<file path="src/rtl/vdec_pkg.sv">
`timescale 1ns/1ps
package vdec_pkg;
   typedef enum logic [1:0] {
      FMT_EMBED = 2'd0,
      FMT_SPLIT = 2'd1,
      FMT_FULL  = 2'd2,
      FMT_WIDE  = 2'd3
   } fmt_e;
endpackage

</file>
<file path="src/rtl/vdec_trs.sv">
`timescale 1ns/1ps
// Timing-reference finder and multiplexed-stream demultiplexer.
module vdec_trs #(
   parameter int W = 10
) (
   input  logic         clk_i,
   input  logic         rst_ni,
   input  logic         en_i,
   input  logic [W-1:0] word_i,
   output logic         fld_o,
   output logic         vert_o,
   output logic         horz_o,
   output logic         step_o,
   output logic         sval_o,
   output logic [W-1:0] sy_o,
   output logic [W-1:0] sc_o
);
   localparam logic [W-1:0] ALL1 = {W{1'b1}};
   localparam int BF  = W - 2;
   localparam int BV  = W - 3;
   localparam int BH  = W - 4;
   localparam int BP3 = W - 5;
   localparam int BP2 = W - 6;
   localparam int BP1 = W - 7;
   localparam int BP0 = W - 8;

   logic [W-1:0] d1_q, d2_q, d3_q, hold_q;
   logic         act_q;
   logic [1:0]   ph_q;
   logic         pre, prot_ok, code_ok, is_top, sav;
   logic         xf, xv, xh;

   always_comb begin
      xf      = word_i[BF];
      xv      = word_i[BV];
      xh      = word_i[BH];
      pre     = (d3_q == ALL1) && (d2_q == '0) && (d1_q == '0);
      prot_ok = word_i[W-1] && (word_i[BP3] == (xv ^ xh)) && (word_i[BP2] == (xf ^ xh)) &&
                (word_i[BP1] == (xf ^ xv)) && (word_i[BP0] == (xf ^ xv ^ xh));
      code_ok = en_i && pre && prot_ok;
      is_top  = (word_i == ALL1);
      sav     = code_ok && !xh;
      step_o  = en_i && act_q && (is_top || ph_q[0]);
      sval_o  = !is_top;
      sy_o    = word_i;
      sc_o    = hold_q;
   end

   always_ff @(posedge clk_i or negedge rst_ni) begin
      if (!rst_ni) begin
         d1_q   <= '0;
         d2_q   <= '0;
         d3_q   <= '0;
         hold_q <= '0;
         act_q  <= 1'b0;
         ph_q   <= 2'd0;
         fld_o  <= 1'b0;
         vert_o <= 1'b0;
         horz_o <= 1'b0;
      end else if (!en_i) begin
         act_q <= 1'b0;
      end else begin
         d3_q <= d2_q;
         d2_q <= d1_q;
         d1_q <= word_i;
         if (code_ok) begin
            fld_o  <= xf;
            vert_o <= xv;
            horz_o <= xh;
         end
         if (is_top) begin
            act_q <= 1'b0;
         end else if (sav) begin
            act_q <= 1'b1;
            ph_q  <= 2'd0;
         end else if (act_q) begin
            ph_q <= ph_q + 2'd1;
            if (!ph_q[0]) hold_q <= word_i;
         end
      end
   end
endmodule

</file>
<file path="src/rtl/vdec_upsamp.sv">
`timescale 1ns/1ps
// Repeats each chroma pair over its group of 2 or 4 pixels, one pixel late.
module vdec_upsamp #(
   parameter int W = 10
) (
   input  logic         clk_i,
   input  logic         rst_ni,
   input  logic         step_i,
   input  logic         val_i,
   input  logic         quad_i,
   input  logic [W-1:0] y_i,
   input  logic [W-1:0] c_i,
   output logic         pv_o,
   output logic [W-1:0] py_o,
   output logic [W-1:0] pcb_o,
   output logic [W-1:0] pcr_o
);
   logic         slot_v;
   logic [W-1:0] slot_y, cb_new, pair_cb, pair_cr;
   logic [1:0]   slot_p, p_q, last;

   always_comb begin
      last  = quad_i ? 2'd3 : 2'd1;
      pv_o  = step_i && slot_v;
      py_o  = slot_y;
      pcb_o = (slot_p == 2'd0) ? cb_new : pair_cb;
      pcr_o = (slot_p == 2'd0) ? c_i    : pair_cr;
   end

   always_ff @(posedge clk_i or negedge rst_ni) begin
      if (!rst_ni) begin
         slot_v  <= 1'b0;
         slot_y  <= '0;
         slot_p  <= 2'd0;
         p_q     <= 2'd0;
         cb_new  <= '0;
         pair_cb <= '0;
         pair_cr <= '0;
      end else if (step_i) begin
         slot_v <= val_i;
         slot_y <= y_i;
         slot_p <= p_q;
         if (val_i) begin
            if (p_q == 2'd0) cb_new <= c_i;
            if (p_q == 2'd1) begin
               pair_cb <= cb_new;
               pair_cr <= c_i;
            end
            p_q <= (p_q == last) ? 2'd0 : p_q + 2'd1;
         end else begin
            p_q <= 2'd0;
         end
      end
   end
endmodule

</file>
<file path="src/rtl/vdec_clip.sv">
`timescale 1ns/1ps
// Two-range sample clamp.
module vdec_clip #(
   parameter int W      = 10,
   parameter int LO_STD = 64,
   parameter int HI_STD = 940,
   parameter int LO_EXT = 4,
   parameter int HI_EXT = 1016
) (
   input  logic         ext_i,
   input  logic [W-1:0] d_i,
   output logic [W-1:0] q_o
);
   localparam logic [W-1:0] LS = W'(LO_STD);
   localparam logic [W-1:0] HS = W'(HI_STD);
   localparam logic [W-1:0] LE = W'(LO_EXT);
   localparam logic [W-1:0] HE = W'(HI_EXT);

   logic [W-1:0] lo, hi;

   always_comb begin
      lo = ext_i ? LE : LS;
      hi = ext_i ? HE : HS;
      if (d_i < lo)      q_o = lo;
      else if (d_i > hi) q_o = hi;
      else               q_o = d_i;
   end
endmodule

</file>
<file path="src/rtl/vdec_front.sv">
`timescale 1ns/1ps
module vdec_front
   import vdec_pkg::*;
#(
   parameter int W      = 10,
   parameter int LO_STD = 64,
   parameter int HI_STD = 940,
   parameter int LO_EXT = 4,
   parameter int HI_EXT = 1016
) (
   input  logic         clk_i,
   input  logic         rst_ni,
   input  logic [1:0]   fmt_i,
   input  logic         sub411_i,
   input  logic         ext_range_i,
   input  logic [W-1:0] dat_y_i,
   input  logic [W-1:0] dat_c_i,
   input  logic [W-1:0] dat_b_i,
   input  logic         hsync_ni,
   input  logic         vsync_ni,
   input  logic         blank_ni,
   output logic         pix_stb_o,
   output logic         valid_o,
   output logic [W-1:0] y_o,
   output logic [W-1:0] cb_o,
   output logic [W-1:0] cr_o,
   output logic         hs_o,
   output logic         vs_o,
   output logic         blank_o,
   output logic         fld_o
);
   localparam int NCH  = 3;
   localparam int VMAX = (1 << W) - 1;

   if (W < 8) begin : g_bad_width
      $error("vdec_front: W must be at least 8");
   end
   if (LO_STD > HI_STD || LO_EXT > HI_EXT) begin : g_bad_order
      $error("vdec_front: limiter low bound above high bound");
   end
   if (HI_STD > VMAX || HI_EXT > VMAX) begin : g_bad_range
      $error("vdec_front: limiter bound exceeds word range");
   end

   fmt_e fmt;
   assign fmt = fmt_e'(fmt_i);

   logic pix_q;
   always_ff @(posedge clk_i or negedge rst_ni) begin
      if (!rst_ni) pix_q <= 1'b0;
      else         pix_q <= ~pix_q;
   end

   logic         t_f, t_v, t_h, t_step, t_val;
   logic [W-1:0] t_y, t_c;

   vdec_trs #(.W(W)) u_trs (
      .clk_i  (clk_i),
      .rst_ni (rst_ni),
      .en_i   (fmt == FMT_EMBED),
      .word_i (dat_y_i),
      .fld_o  (t_f),
      .vert_o (t_v),
      .horz_o (t_h),
      .step_o (t_step),
      .sval_o (t_val),
      .sy_o   (t_y),
      .sc_o   (t_c)
   );

   logic         u_step, u_val, u_quad, u_pv;
   logic [W-1:0] u_y, u_c, u_py, u_pcb, u_pcr;

   always_comb begin
      u_step = 1'b0;
      u_val  = 1'b0;
      u_quad = 1'b0;
      u_y    = '0;
      u_c    = '0;
      if (fmt == FMT_EMBED) begin
         u_step = t_step;
         u_val  = t_val;
         u_y    = t_y;
         u_c    = t_c;
      end else if (fmt == FMT_SPLIT) begin
         u_step = pix_q;
         u_val  = blank_ni;
         u_quad = sub411_i;
         u_y    = dat_y_i;
         u_c    = dat_c_i;
      end
   end

   vdec_upsamp #(.W(W)) u_ups (
      .clk_i  (clk_i),
      .rst_ni (rst_ni),
      .step_i (u_step),
      .val_i  (u_val),
      .quad_i (u_quad),
      .y_i    (u_y),
      .c_i    (u_c),
      .pv_o   (u_pv),
      .py_o   (u_py),
      .pcb_o  (u_pcb),
      .pcr_o  (u_pcr)
   );

   logic         r_pv;
   logic [W-1:0] raw [NCH];
   logic [W-1:0] clp [NCH];

   always_comb begin
      if (fmt == FMT_FULL || fmt == FMT_WIDE) begin
         r_pv   = pix_q && blank_ni;
         raw[0] = dat_y_i;
         raw[1] = dat_b_i;
         raw[2] = dat_c_i;
      end else begin
         r_pv   = u_pv;
         raw[0] = u_py;
         raw[1] = u_pcb;
         raw[2] = u_pcr;
      end
   end

   for (genvar k = 0; k < NCH; k++) begin : g_clip
      vdec_clip #(
         .W(W), .LO_STD(LO_STD), .HI_STD(HI_STD), .LO_EXT(LO_EXT), .HI_EXT(HI_EXT)
      ) u_clip (
         .ext_i (ext_range_i),
         .d_i   (raw[k]),
         .q_o   (clp[k])
      );
   end

   logic         pin_h, pin_v, pin_b;
   always_ff @(posedge clk_i or negedge rst_ni) begin
      if (!rst_ni) begin
         valid_o <= 1'b0;
         y_o     <= '0;
         cb_o    <= '0;
         cr_o    <= '0;
         pin_h   <= 1'b0;
         pin_v   <= 1'b0;
         pin_b   <= 1'b0;
      end else begin
         valid_o <= r_pv;
         if (r_pv) begin
            y_o  <= clp[0];
            cb_o <= clp[1];
            cr_o <= clp[2];
         end
         pin_h <= ~hsync_ni;
         pin_v <= ~vsync_ni;
         pin_b <= ~blank_ni;
      end
   end

   always_comb begin
      pix_stb_o = pix_q;
      if (fmt == FMT_EMBED) begin
         hs_o    = t_h;
         vs_o    = t_v;
         blank_o = t_h | t_v;
         fld_o   = t_f;
      end else begin
         hs_o    = pin_h;
         vs_o    = pin_v;
         blank_o = pin_b;
         fld_o   = 1'b0;
      end
   end
endmodule

</file>
<file path="config.mk">
export PLATFORM = sky130hd
export DESIGN_NAME = vdec_front
export DESIGN_NICKNAME = d
export VERILOG_FILES = /design/src/rtl/vdec_pkg.sv /design/src/rtl/vdec_trs.sv /design/src/rtl/vdec_upsamp.sv /design/src/rtl/vdec_clip.sv /design/src/rtl/vdec_front.sv
export SDC_FILE = /design/constraint.sdc
export NUM_CORES = 1
export LEC_CHECK = 0
export ABC_AREA = 0
export BUFFER_PORTS_ARGS = -buffer_cell sky130_fd_sc_hd__buf_4
export CAP_MARGIN = 15
export CORE_ASPECT_RATIO = 1.2
export CORE_MARGIN = 4
export CORE_UTILIZATION = 53
export CTS_BUF_LIST = sky130_fd_sc_hd__clkbuf_16
export DETAILED_ROUTE_END_ITERATION = 10
export PLACE_DENSITY = 0.79
export SLEW_MARGIN = 20
export SYNTH_ARGS = -nofsm -noshare
export SYNTH_HDL_FRONTEND = slang
export SYNTH_SLANG_ARGS = --single-unit
</file>
<file path="constraint.sdc">
create_clock -name clk_i -period 3.5 [get_ports clk_i]
set_input_delay 1.05 -clock clk_i [delete_from_list [all_inputs] [get_ports clk_i]]
set_output_delay 1.05 -clock clk_i [all_outputs]
set_load 0.02 [all_outputs]
</file>
# Word level (Yosys, flattened, before mapping)
# Cells that the tools add are included.
# Widths: inputs -> output; s select.
dict set report totals {
  ff_bits 126
  latch_bits 0
  rom_bits 0
  ram_bits 0
  output_inout_bits 36
  mem_count 0
}
dict set report classes {
  shifts 0
  addsub 2
  reduce_logical 28
  n_mul 0
  muxes 34
  div_mod_pow 0
  eq_ne 12
  bitwise_logic 12
  n_lt_le_gt_ge 6
}
# cell count
set op_table {}
lappend op_table {{$mux 10} 12}
lappend op_table {{$gt 10x10->1} 3}
lappend op_table {{$lt 10x10->1} 3}
lappend op_table {{$mux 30} 1}
lappend op_table {{$eq 10x10->1 const B} 2}
lappend op_table {{$logic_not 10->1} 2}
lappend op_table {{$mux 1} 14}
lappend op_table {{$mux 7} 2}
lappend op_table {{$logic_and 1x1->1} 13}
lappend op_table {{$mux 2} 5}
lappend op_table {{$reduce_and 3->1} 3}
lappend op_table {{$not 1->1} 7}
lappend op_table {{$logic_not 2->1} 3}
lappend op_table {{$reduce_and 5->1} 1}
lappend op_table {{$add 2x1->2 const B} 2}
lappend op_table {{$eq 1x1->1} 4}
lappend op_table {{$eq 2x1->1 const B} 2}
lappend op_table {{$eq 2x2->1 const B} 2}
lappend op_table {{$xor 1x1->1} 4}
lappend op_table {{$ne 3x3->1 const B} 1}
lappend op_table {{$eq 2x2->1} 1}
lappend op_table {{$logic_not 1->1} 2}
lappend op_table {{$logic_or 1x1->1} 2}
lappend op_table {{$reduce_and 2->1} 1}
lappend op_table {{other kinds (2)} 2}

# Depth between registers and ports, before layout
# Gate-level depths: netlist of run 1.
dict set report depth {
  ltp_word 11
  ltp_mapped 14
  ltp_nobuf 10
}

# Modules after synthesis
# From an unflattened synthesis of run 1, not the netlist that was laid out.
dict set report hier_totals {
  hier_cells 549
  hier_area_um2 7089.3
}
# module area_per_inst_um2 n_inst cells_each seq_area_each_um2
set modules_own_cells {}
lappend modules_own_cells {vdec_front 2154.6 1 167 875.8}
lappend modules_own_cells {vdec_upsamp 2068.2 1 130 1126.1}
lappend modules_own_cells {vdec_trs 2038.2 1 139 1126.1}
lappend modules_own_cells {{vdec_clip (g_clip[0].u_clip ...)} 272.8 2 39 0.0}
lappend modules_own_cells {{vdec_clip (g_clip[2].u_clip)} 282.8 1 35 0.0}

# Worst setup path after synthesis of run 1
# Ideal clock, no wire load.
dict set report synth_timing {
  path_type {in2out}
  startpoint {input port fmt_i[1]}
  endpoint {output port hs_o}
  setup_slack_ps -81
  arrival_time_ps 2531
  n_path_buf 3
  stages 5
  cell_sequence {buf_2 buf_2 nor2_1 clkbuf_1 mux2_2}
}
dict set report synth_via {
  elab_chain_len 2
}
# item line
set synth_rtl {}
lappend synth_rtl {{from (decl)} vdec_front.sv:13} ;# input logic [1:0] fmt_i,
lappend synth_rtl {{$logic_not 2->1} vdec_front.sv:161} ;# if (fmt == FMT_EMBED) begin
lappend synth_rtl {{$mux 1} vdec_front.sv:161}
lappend synth_rtl {{to (decl)} vdec_front.sv:27} ;# output logic hs_o,
# Every way passes these cells.

# Worst setup path after layout of run 1
# Same ends and word-level chain as after synthesis.

==> results.cfg, run 1 <==
[outcome]
status = completed

[setup_path]
worstSetupPathDepth = 5
cp_cell_sequence = buf_4 > buf_12 > nor2_2 > mux2_2 > buf_4
r2r.worst_path.cells = 11
worstPathMaxFanout = 26
crit_top_cell = buf_4
path_buf_inv = 3
cp.required_ps = 2450
arrival_ps = 2250
critPathKind = in -> out
crit_path_start_kind = primary input
cpMaxStageDelayCell = mux2_2
end_kind = output pin
critPathMaxStageDelay_ps = 380
cp_top_family = buffers and inverters

[layout]
num_antenna_cells = 0
finalNetCount = 734
syn_to_final_growth_pct = 22.0
drive_gt1_share_pct = 31.6
fill_cells = 886
fin_util_pct = 66.7

[die]
rows = 44
die_w_um = 110
die_h_um = 131
die_area_sq_mm = 0.0144
start_util_pct = 54.6
io_pins = 75
core_area_sq_mm = 0.0122

[placed_design]
routabilityCongestion = 0.892
hpwl_um = 11600
port_buffers = 74

[pwr]
switching_share_pct = 28.4
seq_power_share_pct = 38.1
switchingPower_w = 0.00140
p_int_w = 0.00355
p_comb_share_pct = 21.7
pwr-share-clk_pct = 40.1
p_per_area_mw_per_mm2 = 610
max-vdd-ir-drop_v = 0.000317
leakage_nw = 3.78

[timing]
slew_headroom_pct = 47.1
finalCriticalPeriod_ps = 3300
fin_setup_tns_ps = 0
worst_pin_slew_ps = 789
hold_violations = 0
max_freq_ghz = 0.303
rsz0062_at_grt = false
setup_violations = 0
slew_violations = 0
clock_skew_ps = 13.1
period_share_pct = 94.2

[grt]
grt.overflow.total = 0
grt_max_degree = 74
track_usage_pct = 23.5
first_global_vias = 5163
antenna_found_initial = 0
grt_pass1_wl_um = 25900

[clock_tree]
clockBufferDepth = 2
clock_sinks = 125
cts_made_buffers = 17
clk_pin_slew_ps = 60
cts.repair.resized = 0
cts_tree = done
htree_levels = 4
cts.hold.buffers_added = 0
cts.root.buffer_cell = clkbuf_16
cts_setup_buffers = 0
clock_latency_ps = 410

[routing]
drtAntennaViolNets = 0
wire_per_inst_um = 19.2
dr_total_vias = 5049
avgViaCountPerCell = 5.93
drtIter0Drc = 278
drt-total-wl_um = 16300
drc_errors = 0
drtPass1Iterations = 5

[hold_path]
hold_path_class = reg -> reg
hold_depth = 2

[synth]
synth-main-ff-cell = dfrtp_1
postSynthCellCount = 595
syn_avg_cell_area_sq_um = 11.2
synth_fp_nets = 652
synth_area_sq_mm = 0.00665
ys_seq_elements = 125
ys_seq_area_share_pct = 47.1
synth_edf_count = 0
synth-async-reset-ratio_pct = 100
ys_warn_count = 0
yosysUniqueCellTypes = 74

[flow_run]
cap_viol_max_count = 0
cells in the mapped netlist (3+ instances only):
library cell / count / area, sq um
nor3_1: 7 / 35.0
a211oi_1: 3 / 22.5
o21bai_1: 4 / 30.0
ha_1: 18 / 225
mux2_2: 57 / 642
o21a_1: 6 / 45.0
o22ai_1: 4 / 25.0
or4b_1: 4 / 40.0
buf_4: 5 / 37.5
or3_1: 4 / 25.0
mux2_1: 17 / 191
nor2_1: 28 / 105
a21o_1: 6 / 45.0
inv_1: 22 / 82.6
nand4_1: 7 / 43.8
nand2b_1: 10 / 62.6
nor4_1: 7 / 43.8
or4_1: 10 / 75.1
a21oi_1: 15 / 75.1
buf_2: 15 / 75.1
a22o_1: 3 / 26.3
and2_1: 3 / 18.8
clkbuf_1: 13 / 48.8
mux2_4: 9 / 135
mux2i_1: 25 / 250
nand2_1: 54 / 203
o31ai_1: 11 / 82.6
buf_6: 3 / 33.8
nor3b_1: 3 / 22.5
o21ai_1: 7 / 35.0
o311a_1: 3 / 30.0
nor2b_1: 7 / 43.8
dfrtp_1: 125 / 3130
o21ai_0: 28 / 140
nand3_1: 4 / 20.0
layout make-up:
class	count	area (sq um)	share of cell area, %
multi-input combinational	411	3240	40.0
sequential	125	3130	38.6
timing repair buffer	100	788	9.72
clock buffer	17	425	5.25
clock inverter	15	244	3.01
tap	161	201	2.48
inverter	22	82.6	1.02
routing by layer:
layer	up-vias	routed length, um	global-route usage [%]
met3	41	796	4.52
met1	2505	6610	28.0
met2	163	8380	41.4
met5	-	0	0
li1	2340	-	-
met4	0	554	10.1
power groups by stage:
| stage | logic (W) | clock network (W) | registers (W) |
|---|---|---|---|
| floorplan | 0.000596 | 0 | 0.00195 |
| detailed placement | 0.00107 | 0 | 0.00191 |
| finish | 0.00108 | 0.00199 | 0.00189 |
| CTS | 0.00108 | 0.00200 | 0.00189 |
| global placement | 0.00103 | 0 | 0.00189 |
| global route | 0.00117 | 0.00207 | 0.00192 |
worst paths after layout:
check                                 from               end  slack, ps
min                                cr_o[7]           cr_o[7]        480
min reg2reg                        cr_o[7]           cr_o[7]        480
max                               fmt_i[1]              hs_o        200
max reg2reg                u_ups.slot_p[0]           cb_o[4]        530
min in group asynchronous           rst_ni           cb_o[5]        620
max in group asynchronous           rst_ni  u_ups.pair_cr[8]       2110
cells in the final DEF (no fill, tap or decap), types with 15 or more instances in the layout:
| cell | count |
|---|---|
| mux2i_1 | 25 |
| nor2_1 | 27 |
| buf_4 | 97 |
| nand2_1 | 54 |
| dfrtp_1 | 125 |
| mux2_1 | 17 |
| ha_1 | 18 |
| a21oi_1 | 15 |
| o21ai_0 | 28 |
| clkbuf_16 | 17 |
| mux2_2 | 57 |
| inv_1 | 22 |
logic make-up (layout without fill, tap and decap cells):
family | Yosys count | count (layout) | share of synthesized area (%)
AND/OR/NAND/NOR | 160 | 160 | 13.3
XOR/XNOR | 2 | 2 | 0.264
buffers and inverters | 59 | 154 | 4.24
multiplexers | 108 | 108 | 18.3
flip-flops | 125 | 125 | 47.1
adder cells (fa/ha/maj) | 18 | 18 | 3.39
AO/OA/AOI/OAI | 123 | 123 | 13.4
worst min-delay path, cell delays in order, from the launching register on:
cell and delay (ps):
dfrtp_1 340, nand2_1 50, nand2_1 50
per-stage QoR:
stage	cells	power [W]	hold slack [ps]	setup slack (ps)	area, sq um
6_report	851	0.00495	478	205	8110
3_5_place_dp	819	0.00298	468	-40.0	7440
3_3_place_gp	819	0.00292	459	84.9	7440
5_1_grt	851	0.00516	497	167	8110
2_1_floorplan	595	0.00255	446	25.8	6650
4_1_cts	851	0.00497	484	212	8110
No activity file was read; power rests on OpenSTA's default activity.
==> run 2: changes to the inputs <==
CELL_PAD_IN_SITES_DETAIL_PLACEMENT = 0   (was unset)
CELL_PAD_IN_SITES_GLOBAL_PLACEMENT = 1   (was unset)
CORE_UTILIZATION = 42   (was 53)
==> run 2 against run 1 <==
Clock skew down 5.1 ps. Critical path depth unchanged. Clock power down 13%. First-iteration DRC count up 18%. Die area up 24%. Register-to-register slack better by 50 ps. Power down 4.9%. Highest routed layer unchanged.
==> results.cfg, run 2 (same netlist as run 1, synthesis figures left out) <==
[clock_tree]
cts_tree = done
clockBufferDepth = 2
clock_sinks = 125
clock_latency_ps = 420
cts.hold.buffers_added = 0
cts_made_buffers = 17
cts.repair.resized = 0
cts.root.buffer_cell = clkbuf_16
htree_levels = 4
clk_pin_slew_ps = 60
cts_setup_buffers = 0

[timing]
setup_violations = 0
period_share_pct = 89.0
max_freq_ghz = 0.321
worst_pin_slew_ps = 679
fin_setup_tns_ps = 0
rsz0062_at_grt = false
hold_violations = 0
slew_violations = 0
holdWs_ps = 469
finalCriticalPeriod_ps = 3110
slew_headroom_pct = 54.0
clock_skew_ps = 8.04

[pwr]
p_per_area_mw_per_mm2 = 578
switchingPower_w = 0.00139
seq_power_share_pct = 40.0
p_int_w = 0.00332
p_comb_share_pct = 23.0
max-vdd-ir-drop_v = 0.000284
leakage_nw = 3.79
pwr-share-clk_pct = 37.0
switching_share_pct = 29.4

[routing]
drtAntennaViolNets = 0
avgViaCountPerCell = 5.43
wire_per_inst_um = 18.1
drc_errors = 0
dr_total_vias = 4926
drtIter0Drc = 329
drtPass1Iterations = 4
drt-total-wl_um = 16500

[layout]
syn_to_final_growth_pct = 22.6
num_antenna_cells = 0
final_common_cell = dfrtp_1
fill_cells = 1400
finalNetCount = 743
mostFrequentLayoutCells = dfrtp_1 (125), buf_4 (106), mux2_2 (57)
finalInstanceArea_sq_mm = 0.00815
drive_gt1_share_pct = 31.9

[die]
die_h_um = 146
io_pins = 75
core_area_sq_mm = 0.0156
die_area_sq_mm = 0.0179
rows = 50
die_w_um = 123
start_util_pct = 42.7

[hold_path]
min-delay-start = cr_o[7]
hold_depth = 2
hold_path_class = reg -> reg
whs_endpoint = cr_o[7]

[setup_path]
reg2reg_to = cb_o[4]
cp.required_ps = 2450
arrival_ps = 2060
r2r.worst_path.cells = 11
startpoint = fmt_i[0]
ff2ff_setup_slack_ps = 580
critPathKind = in -> out
worstPathMaxFanout = 26
rr_startpoint = u_ups.slot_p[1]
crit_path_start_kind = primary input
end_kind = output pin

[grt]
grt.overflow.total = 0
grt_pass1_wl_um = 26600
grt_max_degree = 52
track_usage_pct = 19.0
first_global_vias = 5139
antenna_found_initial = 0

[placed_design]
place_area_sq_mm = 0.00757
port_buffers = 74
routabilityCongestion = 0.872
hpwl_um = 12200

[outcome]
status = completed

[flow_run]
cap_viol_max_count = 0
-- run 2: changes by cell type in the layout (fill, tap and decap cells not counted) --
| cell | change |
|---|---|
| inv_1 | +2 |
| inv_6 | -1 |
| bufinv_16 | -3 |
| clkinv_1 | +2 |
| buf_4 | +9 |
| clkinv_4 | -1 |
| clkinv_2 | +1 |
-- run 2: per-layer routing --
metal	global-route usage (%)	vias up	wire [um]
li1	-	2349	-
met1	23.3	2431	6830
met2	32.3	117	8580
met3	3.69	29	707
met4	7.96	0	342
met5	0	-	0
-- run 2: worst max-delay path by stage --
stage | slack [ps] | depth (start not counted) | endpoint
CTS | 390 | 5 | vs_o
global placement | 70 | 11 | cr_o[6]
finish | 390 | 5 | vs_o
global route | 320 | 11 | cr_o[6]
detailed placement | 20 | 11 | cr_o[6]
floorplan | 30 | 13 | y_o[6]
-- run 2: cell type report --
class | instances | area [sq um] | area share, %
clock buffers | 17 | 425 | 5.22
clock inverters | 15 | 156 | 1.92
inverters | 22 | 82.6 | 1.01
multi-input cells | 411 | 3240 | 39.8
flip-flops and latches | 125 | 3130 | 38.4
well taps | 208 | 260 | 3.19
repair buffers | 109 | 856 | 10.5
-- run 2: power groups by stage --
stage          Combinational (W)  Clock (W)  Sequential, W
3_5_place_dp             0.00109          0        0.00191
6_report                 0.00108    0.00174        0.00188
4_1_cts                  0.00109    0.00177        0.00188
5_1_grt                  0.00118    0.00184        0.00192
3_3_place_gp             0.00106          0        0.00189
2_1_floorplan           0.000596          0        0.00195
-- run 2: metrics by stage --
| step | power (W) | worst slack (ps) | util [%] | std cells |
|---|---|---|---|---|
| 3_3_place_gp | 0.00295 | 72.0 | 48.6 | 875 |
| 6_report | 0.00471 | 385 | 52.3 | 907 |
| 2_1_floorplan | 0.00255 | 25.8 | - | 595 |
| 5_1_grt | 0.00494 | 323 | 52.3 | 907 |
| 3_5_place_dp | 0.00299 | 15.8 | 48.6 | 875 |
| 4_1_cts | 0.00475 | 388 | 52.3 | 907 |
-- run 2: worst max-delay path, stage by stage --
cell	delay (ps)
buf_4	130
buf_12	160
nor2_2	190
mux2_2	370
buf_4	160
